### config.mk
export PLATFORM = sky130hd
export DESIGN_NAME = ea_gen
export DESIGN_NICKNAME = d
export VERILOG_FILES = /design/src/rtl/ea_pkg.sv /design/src/rtl/ea_mode_decode.sv /design/src/rtl/ea_ptr_fetch.sv /design/src/rtl/ea_addr_form.sv /design/src/rtl/ea_gen.sv
export SDC_FILE = /design/constraint.sdc
export NUM_CORES = 1
export LEC_CHECK = 0
export BUFFER_PORTS_ARGS = -buffer_cell sky130_fd_sc_hd__buf_2
export CAP_MARGIN = 20
export CORE_MARGIN = 2
export CORE_UTILIZATION = 65
export CTS_CLUSTER_SIZE = 30
export DETAILED_ROUTE_END_ITERATION = 10
export PLACE_DENSITY = 0.86
export SETUP_SLACK_MARGIN = 0.15
export SLEW_MARGIN = 40
export SYNTH_ARGS = -nofsm -noshare
export SYNTH_HDL_FRONTEND = slang
export SYNTH_SLANG_ARGS = --single-unit
### constraint.sdc
create_clock -name clk -period 7.2 [get_ports clk]
set_clock_uncertainty 0.15 [all_clocks]
set_input_delay 0.36 -clock clk [delete_from_list [all_inputs] [get_ports clk]]
set_output_delay 0.36 -clock clk [all_outputs]
set_load 0.005 [all_outputs]
### src/rtl/ea_pkg.sv
package ea_pkg;
  localparam int BYTE_W = 8;
  localparam int REG_W  = 16;
  localparam int BANK_W = 8;
  localparam int ADDR_W = REG_W + BANK_W;
  localparam int OPB_N  = 3;
  localparam int MODE_W = 5;
  localparam int ACC_W  = 3;

  typedef enum logic [MODE_W-1:0] {
    M_IMM8      = 5'd0,
    M_IMM16     = 5'd1,
    M_REL8      = 5'd2,
    M_REL16     = 5'd3,
    M_ABS       = 5'd4,
    M_ABS_X     = 5'd5,
    M_ABS_Y     = 5'd6,
    M_LONG      = 5'd7,
    M_LONG_X    = 5'd8,
    M_DP        = 5'd9,
    M_DP_X      = 5'd10,
    M_DP_Y      = 5'd11,
    M_DP_IND    = 5'd12,
    M_DP_IND_L  = 5'd13,
    M_DP_IND_Y  = 5'd14,
    M_DP_IND_LY = 5'd15,
    M_DP_X_IND  = 5'd16,
    M_SR        = 5'd17,
    M_SR_IND_Y  = 5'd18,
    M_ABS_IND   = 5'd19,
    M_ABS_IND_L = 5'd20,
    M_ABS_X_IND = 5'd21
  } ea_mode_e;

  typedef enum logic [ACC_W-1:0] {
    ACC_NONE   = 3'd0,
    ACC_READ   = 3'd1,
    ACC_WRITE  = 3'd2,
    ACC_MODIFY = 3'd3,
    ACC_JUMP   = 3'd4
  } ea_acc_e;

  typedef struct packed {
    logic       indirect;
    logic       ptr_long;
    logic [1:0] pc_inc;
    logic [1:0] extra;
    logic       ob_on_read;
  } ea_info_t;
endpackage

### src/rtl/ea_mode_decode.sv
module ea_mode_decode
  import ea_pkg::*;
(
  input  logic [MODE_W-1:0]         mode,
  input  logic [OPB_N*BYTE_W-1:0]   op,
  input  logic [REG_W-1:0]          reg_x,
  input  logic [REG_W-1:0]          reg_d,
  input  logic [REG_W-1:0]          reg_s,
  input  logic [BANK_W-1:0]         pbank,
  output ea_info_t                  info,
  output logic [ADDR_W-1:0]         ptr_addr,
  output logic [BYTE_W-1:0]         ob_byte
);
  logic [BYTE_W-1:0] b0, b1, b2;
  logic [REG_W-1:0]  w16, dp_sum, dpx_sum, sr_sum, absx_sum;

  assign b0       = op[BYTE_W-1:0];
  assign b1       = op[2*BYTE_W-1:BYTE_W];
  assign b2       = op[3*BYTE_W-1:2*BYTE_W];
  assign w16      = {b1, b0};
  assign dp_sum   = reg_d + {{(REG_W-BYTE_W){1'b0}}, b0};
  assign dpx_sum  = dp_sum + reg_x;
  assign sr_sum   = reg_s + {{(REG_W-BYTE_W){1'b0}}, b0};
  assign absx_sum = w16 + reg_x;

  always_comb begin
    info     = '0;
    ptr_addr = '0;
    ob_byte  = b0;
    case (ea_mode_e'(mode))
      M_IMM16, M_REL16: info.pc_inc = 2'd2;
      M_ABS, M_ABS_X, M_ABS_Y: begin
        info.pc_inc     = 2'd2;
        info.ob_on_read = 1'b1;
        ob_byte         = b1;
      end
      M_LONG, M_LONG_X: begin
        info.pc_inc     = 2'd3;
        info.ob_on_read = 1'b1;
        ob_byte         = b2;
      end
      M_DP: begin
        info.pc_inc     = 2'd1;
        info.ob_on_read = 1'b1;
      end
      M_DP_X, M_DP_Y, M_SR: begin
        info.pc_inc     = 2'd1;
        info.extra      = 2'd1;
        info.ob_on_read = 1'b1;
      end
      M_DP_IND, M_DP_IND_Y: begin
        info.pc_inc   = 2'd1;
        info.indirect = 1'b1;
        ptr_addr      = {{BANK_W{1'b0}}, dp_sum};
      end
      M_DP_IND_L, M_DP_IND_LY: begin
        info.pc_inc   = 2'd1;
        info.indirect = 1'b1;
        info.ptr_long = 1'b1;
        ptr_addr      = {{BANK_W{1'b0}}, dp_sum};
      end
      M_DP_X_IND: begin
        info.pc_inc   = 2'd1;
        info.indirect = 1'b1;
        ptr_addr      = {{BANK_W{1'b0}}, dpx_sum};
      end
      M_SR_IND_Y: begin
        info.pc_inc   = 2'd1;
        info.extra    = 2'd2;
        info.indirect = 1'b1;
        ptr_addr      = {{BANK_W{1'b0}}, sr_sum};
      end
      M_ABS_IND: begin
        info.pc_inc   = 2'd2;
        info.indirect = 1'b1;
        ptr_addr      = {{BANK_W{1'b0}}, w16};
        ob_byte       = b1;
      end
      M_ABS_IND_L: begin
        info.pc_inc   = 2'd2;
        info.indirect = 1'b1;
        info.ptr_long = 1'b1;
        ptr_addr      = {{BANK_W{1'b0}}, w16};
        ob_byte       = b1;
      end
      M_ABS_X_IND: begin
        info.pc_inc   = 2'd2;
        info.indirect = 1'b1;
        ptr_addr      = {pbank, absx_sum};
        ob_byte       = b1;
      end
      default: info.pc_inc = 2'd1;
    endcase
  end
endmodule

### src/rtl/ea_ptr_fetch.sv
module ea_ptr_fetch
  import ea_pkg::*;
#(
  parameter int AW = ADDR_W,
  parameter int DW = BYTE_W,
  parameter int NB = 3
) (
  input  logic          clk,
  input  logic          rst_n,
  input  logic          start,
  input  logic [AW-1:0] base,
  input  logic          long_ptr,
  output logic          rd_valid,
  output logic [AW-1:0] rd_addr,
  input  logic          rd_ready,
  input  logic [DW-1:0] rd_data,
  output logic [NB*DW-1:0] ptr_val,
  output logic          beat_last
);
  localparam int CW = $clog2(NB);

  logic          busy_q, long_q;
  logic [CW-1:0] cnt_q;
  logic [AW-1:0] base_q;
  logic          hs, is_last;

  assign rd_valid  = busy_q;
  assign rd_addr   = base_q + {{(AW-CW){1'b0}}, cnt_q};
  assign hs        = busy_q & rd_ready;
  assign is_last   = long_q ? (cnt_q == CW'(NB-1)) : (cnt_q == CW'(NB-2));
  assign beat_last = hs & is_last;

  always_ff @(posedge clk or negedge rst_n) begin
    if (!rst_n) begin
      busy_q <= 1'b0;
      long_q <= 1'b0;
      cnt_q  <= '0;
      base_q <= '0;
    end else if (start) begin
      busy_q <= 1'b1;
      long_q <= long_ptr;
      cnt_q  <= '0;
      base_q <= base;
    end else if (hs) begin
      cnt_q <= cnt_q + 1'b1;
      if (is_last) busy_q <= 1'b0;
    end
  end

  for (genvar g = 0; g < NB; g++) begin : g_byte
    logic [DW-1:0] byte_q;
    always_ff @(posedge clk or negedge rst_n) begin
      if (!rst_n)                          byte_q <= '0;
      else if (start)                      byte_q <= '0;
      else if (hs && cnt_q == CW'(g))      byte_q <= rd_data;
    end
    assign ptr_val[g*DW +: DW] = byte_q;
  end
endmodule

### src/rtl/ea_addr_form.sv
module ea_addr_form
  import ea_pkg::*;
(
  input  logic [MODE_W-1:0]       mode,
  input  logic [OPB_N*BYTE_W-1:0] op,
  input  logic [REG_W-1:0]        reg_x,
  input  logic [REG_W-1:0]        reg_y,
  input  logic [REG_W-1:0]        reg_d,
  input  logic [REG_W-1:0]        reg_s,
  input  logic [BANK_W-1:0]       pbank,
  input  logic [BANK_W-1:0]       dbank,
  input  logic                    emu,
  input  logic [REG_W-1:0]        pc,
  input  logic [ADDR_W-1:0]       ptr,
  output logic [ADDR_W-1:0]       ea
);
  localparam logic [BANK_W-1:0] BANK0 = '0;

  logic [BYTE_W-1:0] b0;
  logic [REG_W-1:0]  w16, dp_sum, sr_sum, dpi_sum, rel8, rel16, ptr16;
  logic [ADDR_W-1:0] x24, y24, dbase, op24;

  assign b0      = op[BYTE_W-1:0];
  assign w16     = op[REG_W-1:0];
  assign op24    = op[ADDR_W-1:0];
  assign ptr16   = ptr[REG_W-1:0];
  assign x24     = {BANK0, reg_x};
  assign y24     = {BANK0, reg_y};
  assign dbase   = {dbank, {REG_W{1'b0}}};
  assign dp_sum  = reg_d + {{(REG_W-BYTE_W){1'b0}}, b0};
  assign sr_sum  = reg_s + {{(REG_W-BYTE_W){1'b0}}, b0};
  assign rel8    = pc + REG_W'(1) + {{(REG_W-BYTE_W){b0[BYTE_W-1]}}, b0};
  assign rel16   = pc + REG_W'(2) + w16;

  always_comb begin
    dpi_sum = dp_sum + ((ea_mode_e'(mode) == M_DP_Y) ? reg_y : reg_x);
    if (emu) dpi_sum = {{(REG_W-BYTE_W){1'b0}}, dpi_sum[BYTE_W-1:0]};
  end

  always_comb begin
    case (ea_mode_e'(mode))
      M_IMM8, M_IMM16: ea = {pbank, pc};
      M_REL8:          ea = {BANK0, rel8};
      M_REL16:         ea = {BANK0, rel16};
      M_ABS:           ea = dbase + {BANK0, w16};
      M_ABS_X:         ea = dbase + {BANK0, w16} + x24;
      M_ABS_Y:         ea = dbase + {BANK0, w16} + y24;
      M_LONG:          ea = op24;
      M_LONG_X:        ea = op24 + x24;
      M_DP:            ea = {BANK0, dp_sum};
      M_DP_X, M_DP_Y:  ea = {BANK0, dpi_sum};
      M_SR:            ea = {BANK0, sr_sum};
      M_DP_IND,
      M_DP_X_IND:      ea = {dbank, ptr16};
      M_DP_IND_Y,
      M_SR_IND_Y:      ea = {dbank, ptr16} + y24;
      M_DP_IND_L,
      M_ABS_IND_L:     ea = ptr;
      M_DP_IND_LY:     ea = ptr + y24;
      M_ABS_IND:       ea = {pbank, ptr16};
      M_ABS_X_IND:     ea = {BANK0, ptr16};
      default:         ea = {pbank, pc};
    endcase
  end
endmodule

### src/rtl/ea_gen.sv
module ea_gen
  import ea_pkg::*;
(
  input  logic                    clk,
  input  logic                    rst_n,
  input  logic                    req_valid,
  output logic                    req_ready,
  input  logic [MODE_W-1:0]       req_mode,
  input  logic [ACC_W-1:0]        req_acc,
  input  logic [OPB_N*BYTE_W-1:0] req_op,
  input  logic [REG_W-1:0]        req_pc,
  input  logic [REG_W-1:0]        reg_x,
  input  logic [REG_W-1:0]        reg_y,
  input  logic [REG_W-1:0]        reg_d,
  input  logic [REG_W-1:0]        reg_s,
  input  logic [BANK_W-1:0]       reg_pbank,
  input  logic [BANK_W-1:0]       reg_dbank,
  input  logic                    emu,
  output logic                    mem_rd_valid,
  output logic [ADDR_W-1:0]       mem_rd_addr,
  input  logic                    mem_rd_ready,
  input  logic [BYTE_W-1:0]       mem_rd_data,
  output logic                    done,
  output logic [ADDR_W-1:0]       ea,
  output logic [1:0]              pc_inc,
  output logic [2:0]              cycles,
  output logic [BYTE_W-1:0]       open_bus
);
  typedef enum logic [1:0] {ST_IDLE, ST_FETCH, ST_DONE} st_e;

  st_e                     st_q;
  logic                    accept, is_read, acc_read_q, beat_last;
  ea_info_t                info, info_q;
  logic [ADDR_W-1:0]       ptr_addr;
  logic [BYTE_W-1:0]       ob_byte;
  logic [OPB_N*BYTE_W-1:0] ptr_val;
  logic [MODE_W-1:0]       mode_q;
  logic [OPB_N*BYTE_W-1:0] op_q;
  logic [REG_W-1:0]        pc_q, x_q, y_q, d_q, s_q;
  logic [BANK_W-1:0]       pb_q, db_q;
  logic                    emu_q;

  assign req_ready = (st_q == ST_IDLE);
  assign accept    = req_valid & req_ready;
  assign is_read   = (ea_acc_e'(req_acc) == ACC_READ) || (ea_acc_e'(req_acc) == ACC_MODIFY);
  assign done      = (st_q == ST_DONE);
  assign pc_inc    = info_q.pc_inc;
  assign cycles    = {1'b0, info_q.pc_inc} + {1'b0, info_q.extra};

  ea_mode_decode u_dec (
    .mode(req_mode), .op(req_op), .reg_x(reg_x), .reg_d(reg_d),
    .reg_s(reg_s), .pbank(reg_pbank), .info(info), .ptr_addr(ptr_addr),
    .ob_byte(ob_byte)
  );

  ea_ptr_fetch #(.AW(ADDR_W), .DW(BYTE_W), .NB(OPB_N)) u_fetch (
    .clk(clk), .rst_n(rst_n), .start(accept & info.indirect),
    .base(ptr_addr), .long_ptr(info.ptr_long),
    .rd_valid(mem_rd_valid), .rd_addr(mem_rd_addr), .rd_ready(mem_rd_ready),
    .rd_data(mem_rd_data), .ptr_val(ptr_val), .beat_last(beat_last)
  );

  ea_addr_form u_form (
    .mode(mode_q), .op(op_q), .reg_x(x_q), .reg_y(y_q), .reg_d(d_q),
    .reg_s(s_q), .pbank(pb_q), .dbank(db_q), .emu(emu_q), .pc(pc_q),
    .ptr(ptr_val), .ea(ea)
  );

  always_ff @(posedge clk or negedge rst_n) begin
    if (!rst_n) begin
      st_q <= ST_IDLE;
    end else begin
      case (st_q)
        ST_IDLE:  if (accept) st_q <= info.indirect ? ST_FETCH : ST_DONE;
        ST_FETCH: if (beat_last) st_q <= ST_DONE;
        default:  st_q <= ST_IDLE;
      endcase
    end
  end

  always_ff @(posedge clk or negedge rst_n) begin
    if (!rst_n) begin
      info_q     <= '0;
      acc_read_q <= 1'b0;
      mode_q     <= '0;
      op_q       <= '0;
      pc_q       <= '0;
      x_q        <= '0;
      y_q        <= '0;
      d_q        <= '0;
      s_q        <= '0;
      pb_q       <= '0;
      db_q       <= '0;
      emu_q      <= 1'b0;
    end else if (accept) begin
      info_q     <= info;
      acc_read_q <= is_read;
      mode_q     <= req_mode;
      op_q       <= req_op;
      pc_q       <= req_pc;
      x_q        <= reg_x;
      y_q        <= reg_y;
      d_q        <= reg_d;
      s_q        <= reg_s;
      pb_q       <= reg_pbank;
      db_q       <= reg_dbank;
      emu_q      <= emu;
    end
  end

  always_ff @(posedge clk or negedge rst_n) begin
    if (!rst_n) begin
      open_bus <= '0;
    end else if (accept && (info.indirect || (info.ob_on_read && is_read))) begin
      open_bus <= ob_byte;
    end else if (beat_last && acc_read_q) begin
      open_bus <= mem_rd_data;
    end
  end
endmodule

== Yosys cells after proc, flatten, opt, wreduce, memory -nomap -nowiden ==
Cells that the tools add are included.
Cells by class
  $add $sub $neg: 20
  equal/unequal tests: 48
  muxes and demuxes: 28
  bitwise gates (word level): 4
  reductions and logical operators: 31
Operators with widths (number)
  24-bit case mux with 16 select lines: 1
  24-bit by 16-bit adder with 24-bit output: 6
  24-bit case mux with 5 select lines: 1
  16-bit adder: 5
  5-bit by 4-bit equality test with 1-bit output (second input constant): 16
  16-bit by 8-bit adder with 16-bit output: 4
  8-bit two-way mux: 8
  5-bit equality test (second input constant): 12
  5-bit by 3-bit equality test with 1-bit output (second input constant): 8
  16-bit two-way mux: 2
  24-bit by 2-bit adder with 24-bit output: 1
  9-bit OR reduction: 2
  16-bit by 1-bit adder with 16-bit output (second input constant): 1
  16-bit by 2-bit adder with 16-bit output (second input constant): 1
  8-bit case mux with 2 select lines: 1
  5-bit by 2-bit equality test with 1-bit output (second input constant): 3
  2-bit case mux with 2 select lines: 3
  2-bit nonzero test: 6
  2-bit OR reduction: 6
  2-bit two-way mux: 5
  8-bit OR reduction: 1
  1-bit two-way mux: 7
  1-bit logical AND: 6
  3-bit OR reduction: 2
  other kinds (15): 23
Storage, ports and cells
  register bits after elaboration: 193
  input bits: 141
  output and inout bits: 64
  logic and storage cells: 153

== Depth between registers and ports, before layout ==
Gate-level depths: netlist (run 1).
  depth in word-level cells: 7
  mapped depth: 21

== By module ==
A second synthesis (run 1) with hierarchy kept.
Second synthesis, totals
  cell total of the unflattened synthesis: 1844
  area total of the unflattened synthesis: 17254.0 um^2
By module, submodules not included
  ea_addr_form: instances 1, cells an instance 906, area each 6730.2 um^2
  ea_gen: instances 1, cells an instance 329, area each 5451.5 um^2
  ea_mode_decode: instances 1, cells an instance 380, area each 2577.5 um^2
  ea_ptr_fetch: instances 1, cells an instance 229, area each 2494.9 um^2

== Worst setup path after synthesis (run 1) ==
OpenSTA, ideal clock, no wires.
  kind: reg-to-output
  start: reg op_q[1]
  end: out ea[15]
  arrival time: 4.290 ns
  required time: 6.690 ns
  path slack: 2.400 ns
  cell stages (with the launch flop): 20
  path buffers: 0
  path through: dfrtp_1 inv_1 fa_1 nor2b_1 o21ai_0 a21boi_0 o21ai_0 a21oi_1 and3_1 xor2_1 ha_1 a21oi_1 nor2_1 a2111oi_2 o21ai_1 o31a_1 xor2_1 xnor2_1 a2111oi_2 a211oi_1
Between the ends
  cells in the longest elaborated chain, start to end: 4
  elaborated cells on any way between the ends: 11
  those cells by class: add/sub (9); mux (2)
RTL lines
  from (decl): line ea_gen.sv:38  | logic [OPB_N*BYTE_W-1:0] op_q;
  from (signal assigned): line ea_gen.sv:99  | op_q <= req_op;
  parallel branches: the longest is 3 deep, another holds 24-bit by 16-bit adder with 24-bit output
  24-bit case mux with 16 select lines *: line ea_addr_form.sv:41  | case (ea_mode_e'(mode))
  to (decl): line ea_gen.sv:24  | output logic [ADDR_W-1:0] ea,
Mark *: on every way between the ends.

== Final worst setup path (run 1) ==
Same ends and word-level chain as after synthesis.

==> results.yml, run 1 <==
die:
  die_y_um: 166
  die_x_um: 166
  ios: 205
  rows: 59
  start_util_pct: 65.7
  fp.coreArea_um2: 25900
  dieArea_um2: 27500
power:
  power.density_nw_per_um2: 541
  p_leak_uw: 0.00951
  peakVddDrop_v: 0.000410
synthesis:
  synthAdderAreaFrac_pct: 12.4
  yosys-mux-area-fraction_pct: 5.37
  synthesis.area_um2: 17000
  async_reset_ff_share_pct: 100
  ys_types: 79
  ys_seq_area_share_pct: 28.4
  yosys.area.top_type: "dfrtp_1"
  synth_flop_cell: "dfrtp_1"
  synth_top_family_by_area: "simple AND/OR/NAND/NOR gates"
  synthTopCellsByArea: "dfrtp_1 28%, nand2_1 11%, ha_1 10%, xnor2_1 4.8%, xor2_1 3.7%"
  yosys.area_share.simple_pct: 21.3
  syn-num-nets: 2398
  avgSynthCellArea_um2: 8.11
  syn-instance-count: 2099
  yosys_warnings: 0
  synth_edf_count: 0
  synth-compound-area-share_pct: 21.0
  synth-seq-cells: 193
  synth_top_cell_area_share_pct: 28.4
  synth_xor_area_share_pct: 8.44
sta:
  worst_pin_slew_ps: 859
  hold_viol_final: 1
  finalSetupTns_ps: 0
  rsz0062_at_grt: "false"
  fmax_ghz: 0.154
  setup_violations: 0
  finalCritPeriodShare_pct: 90.3
  whs_ps: -1.27
  maxSlewViolCount: 0
  relSlewSlack_pct: 42.8
  post-route-min-period_ps: 6500
finish:
  fin_nets: 2607
  layout.cells.most_common_list: "484 x nand2_1, 202 x buf_2, 193 x dfrtp_1"
  final_cells: 2656
  drive_above_1_share_pct: 14.0
  syn2layout_area_growth_pct: 14.9
  fillerInstances: 1910
  antenna_cells: 0
  final_common_cell: "nand2_1"
placement:
  routabilityCongestion: 1.00
  portBuffers: 203
  dpl.hpwl_um: 45500
  place_inst: 2566
global_routing:
  antenna_found_initial: 0
  grt_max_degree: 100
  overflow: 0
  grt_pass1_vias: 16900
  grt_usage_pct: 43.2
  grt_pass1_wl_um: 93800
run:
  drv_cap: 0
clocking:
  cts_buffers: 17
  clk_path_buf_depth: 2
  cts.sinks: 193
  cts_resized: 0
  insertion_delay_ps: 450
  path_clk_slew_ps: 80
  cts_max_level: 4
  cts-root-buf: "clkbuf_16"
  cts_tree: "built"
min_path:
  holdPathStages: 3
  hold_class: "input pin to register"
  worst_hold_path.endpoint: "op_q[21]"
  worstHoldStart: "req_op[21]"
drt:
  via_per_inst: 6.59
  drt_wl_total_um: 61000
  drc: 0
  drt-wirelength-per-cell_um: 23.0
  vias: 17500
  drt-initial-drc-count: 2386
  drt_pass1_iterations: 9
  ant_nets: 0
critical_path:
  r2r_cells: 7
  critPathArrivalTime_ps: 5990
  cp.required_ps: 6690
  rr_endpoint: "u_fetch.base_q[14]"
  cp-end-kind: "output port"
  r2r_setup_slack_ps: 4470
  critPathMaxFanout: 9
  path_class: "register to output port"
  reg2reg_from: "st_q[0]"
  startpoint_type: "register"
outcome:
  violations: "hold timing"
  status: "finished with violations"
-- cell usage after synthesis (all sizes together), types with 17 or more instances --
master	count
a211oi	28
a21o	33
a21oi	125
a221oi	29
a31oi	21
buf	21
clkbuf	62
dfrtp	193
fa	17
ha	141
inv	49
mux2	35
mux2i	52
nand2	486
nand2b	19
nand3	44
nor2	148
nor2b	23
nor3	32
o21ai	121
o22ai	20
xnor2	93
xor2	71
-- where the power goes --
group | internal (uW) | total, uW | switching [uW] | leakage [uW]
combinational | 2880 | 7090 | 4210 | 0.00679
sequential | 1580 | 2410 | 828 | 0.00240
clock | 573 | 1080 | 506 | 0.000321
total | 5030 | 10600 | 5540 | 0.00951
-- worst max-delay path: stages, from the launching register on --
cell,delay (ps)
dfrtp_1,650
inv_1,300
fa_1,520
nor2b_1,120
o21ai_0,100
a21boi_0,270
o21ai_0,150
a21oi_1,360
and3_1,230
xor2_1,400
ha_1,360
a21oi_1,210
nor2_1,80
a2111oi_2,320
o21ai_1,180
o31a_1,280
xor2_1,170
xnor2_1,280
a2111oi_2,120
a211oi_1,270
buf_2,160
-- cell families after synthesis --
family / after synthesis
AND/OR/NAND/NOR: 837
flip-flops: 193
AO/OA/AOI/OAI: 528
XOR/XNOR: 164
adder cells (fa/ha/maj): 158
buffers and inverters: 132
multiplexers: 87
-- repair_timing --
action	4_1_cts	5_1_grt
setup buffers	0	0
endpoints found under the setup margin	0	0
endpoints found under the hold margin	121	0
hold buffers	58	0
-- per-layer routing --
metal	up-vias	GRT usage, %	wire length [um]
li1	7917	-	-
met1	8290	58.6	24100
met2	1111	67.6	27000
met3	177	8.65	7140
met4	0	19.0	2780
met5	-	0	0
-- sequential cells by signal (all words and copies together) (netlist names) --
| register | flops |
|---|---|
| pc_inc | 2 |
| u_fetch.rd_valid | 1 |
| mode_q | 5 |
| u_fetch.base_q | 24 |
| s_q | 16 |
| st_q | 2 |
| u_fetch.long_q | 1 |
| u_fetch.g_byte.byte_q | 24 |
| info_q | 2 |
| y_q | 16 |
| open_bus | 8 |
| d_q | 16 |
| acc_read_q | 1 |
| pc_q | 16 |
| emu_q | 1 |
| db_q | 8 |
| x_q | 16 |
| u_fetch.cnt_q | 2 |
| pb_q | 8 |
| op_q | 24 |
-- layout make-up --
| cell class | count | area [um2] | share of cell area (%) |
|---|---|---|---|
| repair buffers | 273 | 1710 | 8.73 |
| clock inverters | 15 | 235 | 1.20 |
| multi-input cells | 1774 | 11800 | 60.1 |
| flip-flops and latches | 193 | 4830 | 24.7 |
| inverters | 49 | 184 | 0.941 |
| clock buffers | 17 | 425 | 2.18 |
| well taps | 335 | 419 | 2.14 |
-- worst max path at each step --
stage / startpoint / end / cells after the start
after floorplan: op_q[1] / ea[15] / 19
after global placement: op_q[1] / ea[15] / 20
after detailed placement: op_q[1] / ea[15] / 20
after CTS: op_q[1] / ea[15] / 20
after global routing: op_q[1] / ea[15] / 20
final: op_q[1] / ea[15] / 20
-- per-stage QoR --
stage / hold WS, ps / cell area (um2) / worst slack, ps / util (%) / power [uW]
finish: -1.27 / 19600 / 701 / 75.5 / 10600
global route: 0.0354 / 19600 / 367 / 75.5 / 11200
CTS: 0.891 / 19500 / 883 / 75.4 / 10300
detailed placement: 241 / 18300 / 1420 / 70.6 / 9090
global placement: 233 / 18200 / 1510 / 70.4 / 8880
floorplan: -85.6 / 17000 / 2400 / - / 6960
(Power assumes the default switching activity.)
==> run 2, diff against run 1 <==
Clock period 7.2 ns to 8.2 ns, I/O delays scaled along.
==> run 2 against run 1 <==
Net effect: the run still ends with hold timing left; highest routed layer unchanged; sequential power down 13%; via count down 0.50%; die area unchanged; largest power group unchanged; clock-buffer cell count unchanged; cell count down 1.8%; critical path depth unchanged.
==> results.yml, run 2 (synthesis results as in run 1) <==
sta:
  relSlewSlack_pct: 40.4
  post-route-min-period_ps: 6500
  maxSlewViolCount: 0
  worst_pin_slew_ps: 894
  finalCritPeriodShare_pct: 79.3
  finalSetupTns_ps: 0
  rsz0062_at_grt: "false"
  setup_violations: 0
  whs_ps: -0.947
  fmax_ghz: 0.154
  hold_viol_final: 1
clocking:
  clk_path_buf_depth: 2
  cts_resized: 0
  cts_buffers: 17
  cts-root-buf: "clkbuf_16"
  insertion_delay_ps: 460
  cts_setup_buffers: 0
  path_clk_slew_ps: 80
  cts_tree: "built"
  cts_max_level: 4
  cts.sinks: 193
die:
  die_y_um: 166
  fp.coreArea_um2: 25900
  ios: 205
  rows: 59
  dieArea_um2: 27500
  die_x_um: 166
  start_util_pct: 65.7
finish:
  fin_nets: 2559
  antenna_cells: 0
  top_regs: "op_q (24), u_fetch.base_q (24), u_fetch.g_byte.byte_q (24)"
  drive_above_1_share_pct: 14.4
  final_cells: 2607
  final_common_cell: "nand2_1"
  syn2layout_area_growth_pct: 11.7
  layout.cells.most_common_list: "484 x nand2_1, 202 x buf_2, 193 x dfrtp_1"
drt:
  via_per_inst: 6.68
  drc: 0
  vias: 17400
  drt-wirelength-per-cell_um: 23.4
  drt_pass1_iterations: 7
  drt_wl_total_um: 61100
  ant_nets: 0
  drt-initial-drc-count: 2339
critical_path:
  slowest_delay_ps: 650
  critPathMaxFanout: 9
  cp_slowest_cell: "dfrtp_1"
  path_class: "register to output port"
  cp.required_ps: 7640
  critPathArrivalTime_ps: 5940
  cp-end-kind: "output port"
  crit_chain: "inv_1 -> fa_1 -> nor2b_1 -> o21ai_0 -> a21boi_0 -> o21ai_0 -> a21oi_1 -> and3_1 -> xor2_1 -> ha_1 -> a21oi_1 -> nor2_1 -> a2111oi_2 -> o21ai_1 -> o31a_1 -> xor2_1 -> xnor2_1 -> a2111oi_2 -> a211oi_1 -> buf_2"
  startpoint_type: "register"
  r2r_cells: 7
outcome:
  violations: "hold timing"
  status: "finished with violations"
global_routing:
  grt_max_degree: 98
  antenna_found_initial: 0
  overflow: 0
  grt_pass1_vias: 16800
  grt_usage_pct: 43.6
  grt_pass1_wl_um: 93800
placement:
  routabilityCongestion: 1.01
  dpl.hpwl_um: 46200
  portBuffers: 203
  place_inst: 2570
min_path:
  holdPathStages: 3
  hold_class: "input pin to register"
power:
  peakVddDrop_v: 0.000316
  p_leak_uw: 0.00929
  power.density_nw_per_um2: 484
run:
  drv_cap: 0
run 2: where the power goes:
| group | internal, uW | leakage (uW) | total [uW] | switching, uW |
|---|---|---|---|---|
| logic | 2510 | 0.00659 | 6200 | 3690 |
| clock network | 466 | 0.000299 | 909 | 443 |
| registers | 1390 | 0.00240 | 2090 | 700 |
| total | 4370 | 0.00929 | 9200 | 4830 |
run 2: critical path, delay by kind of cell (launching register included):
kind                     cells  cell delay, ps
buffers and inverters        2             450
XOR/XNOR                     3             820
adder cells (fa/ha/maj)      2             870
AND/OR/NAND/NOR              3             420
AO/OA/AOI/OAI               10            2280
flip-flops                   1             650
run 2: metal layers:
metal	global-route usage, %	vias to the layer above	share of wire (%)
met5	0	-	0
met2	66.7	1206	43
met1	59.8	8211	40
met3	10.2	186	12
met4	17.8	0	4.4
li1	-	7804	-
run 2: path summary, 6_finish.rpt:
path / startpoint / to / slack (ps)
worst max-delay path: op_q[1] / ea[15] / 1700
worst min-delay path: reg_dbank[4] / db_q[4] / -0.9
worst max register to register: st_q[0] / u_fetch.base_q[15] / 4800
worst min register to register: st_q[1] / st_q[1] / 310
max in group asynchronous: rst_n / d_q[15] / 6110
min in group asynchronous: rst_n / pc_q[3] / 390
run 2: timing repair:
item,4_1_cts,5_1_grt
endpoints found under the hold margin,93,0
setup endpoints to repair,0,0
hold buffers,6,0
run 2: layout make-up:
| cell class | count | area (um2) |
|---|---|---|
| Clock buffer | 17 | 425 |
| Multi-Input combinational cell | 1774 | 11700 |
| Inverter | 49 | 184 |
| Clock inverter | 14 | 195 |
| Timing Repair Buffer | 225 | 1210 |
| Tap cell | 335 | 419 |
| Fill cell | 1947 | 6900 |
| Sequential cell | 193 | 4830 |
run 2: through the flow:
| stage | utilization, % | area, um2 | power, uW | setup slack (ps) |
|---|---|---|---|---|
| after floorplan | - | 17000 | 6110 | 3350 |
| after global routing | 73.4 | 19000 | 9800 | 1240 |
| final | 73.4 | 19000 | 9200 | 1700 |
| after global placement | 70.5 | 18300 | 7830 | 2450 |
| after CTS | 73.3 | 19000 | 8960 | 1810 |
| after detailed placement | 70.7 | 18300 | 7980 | 2330 |
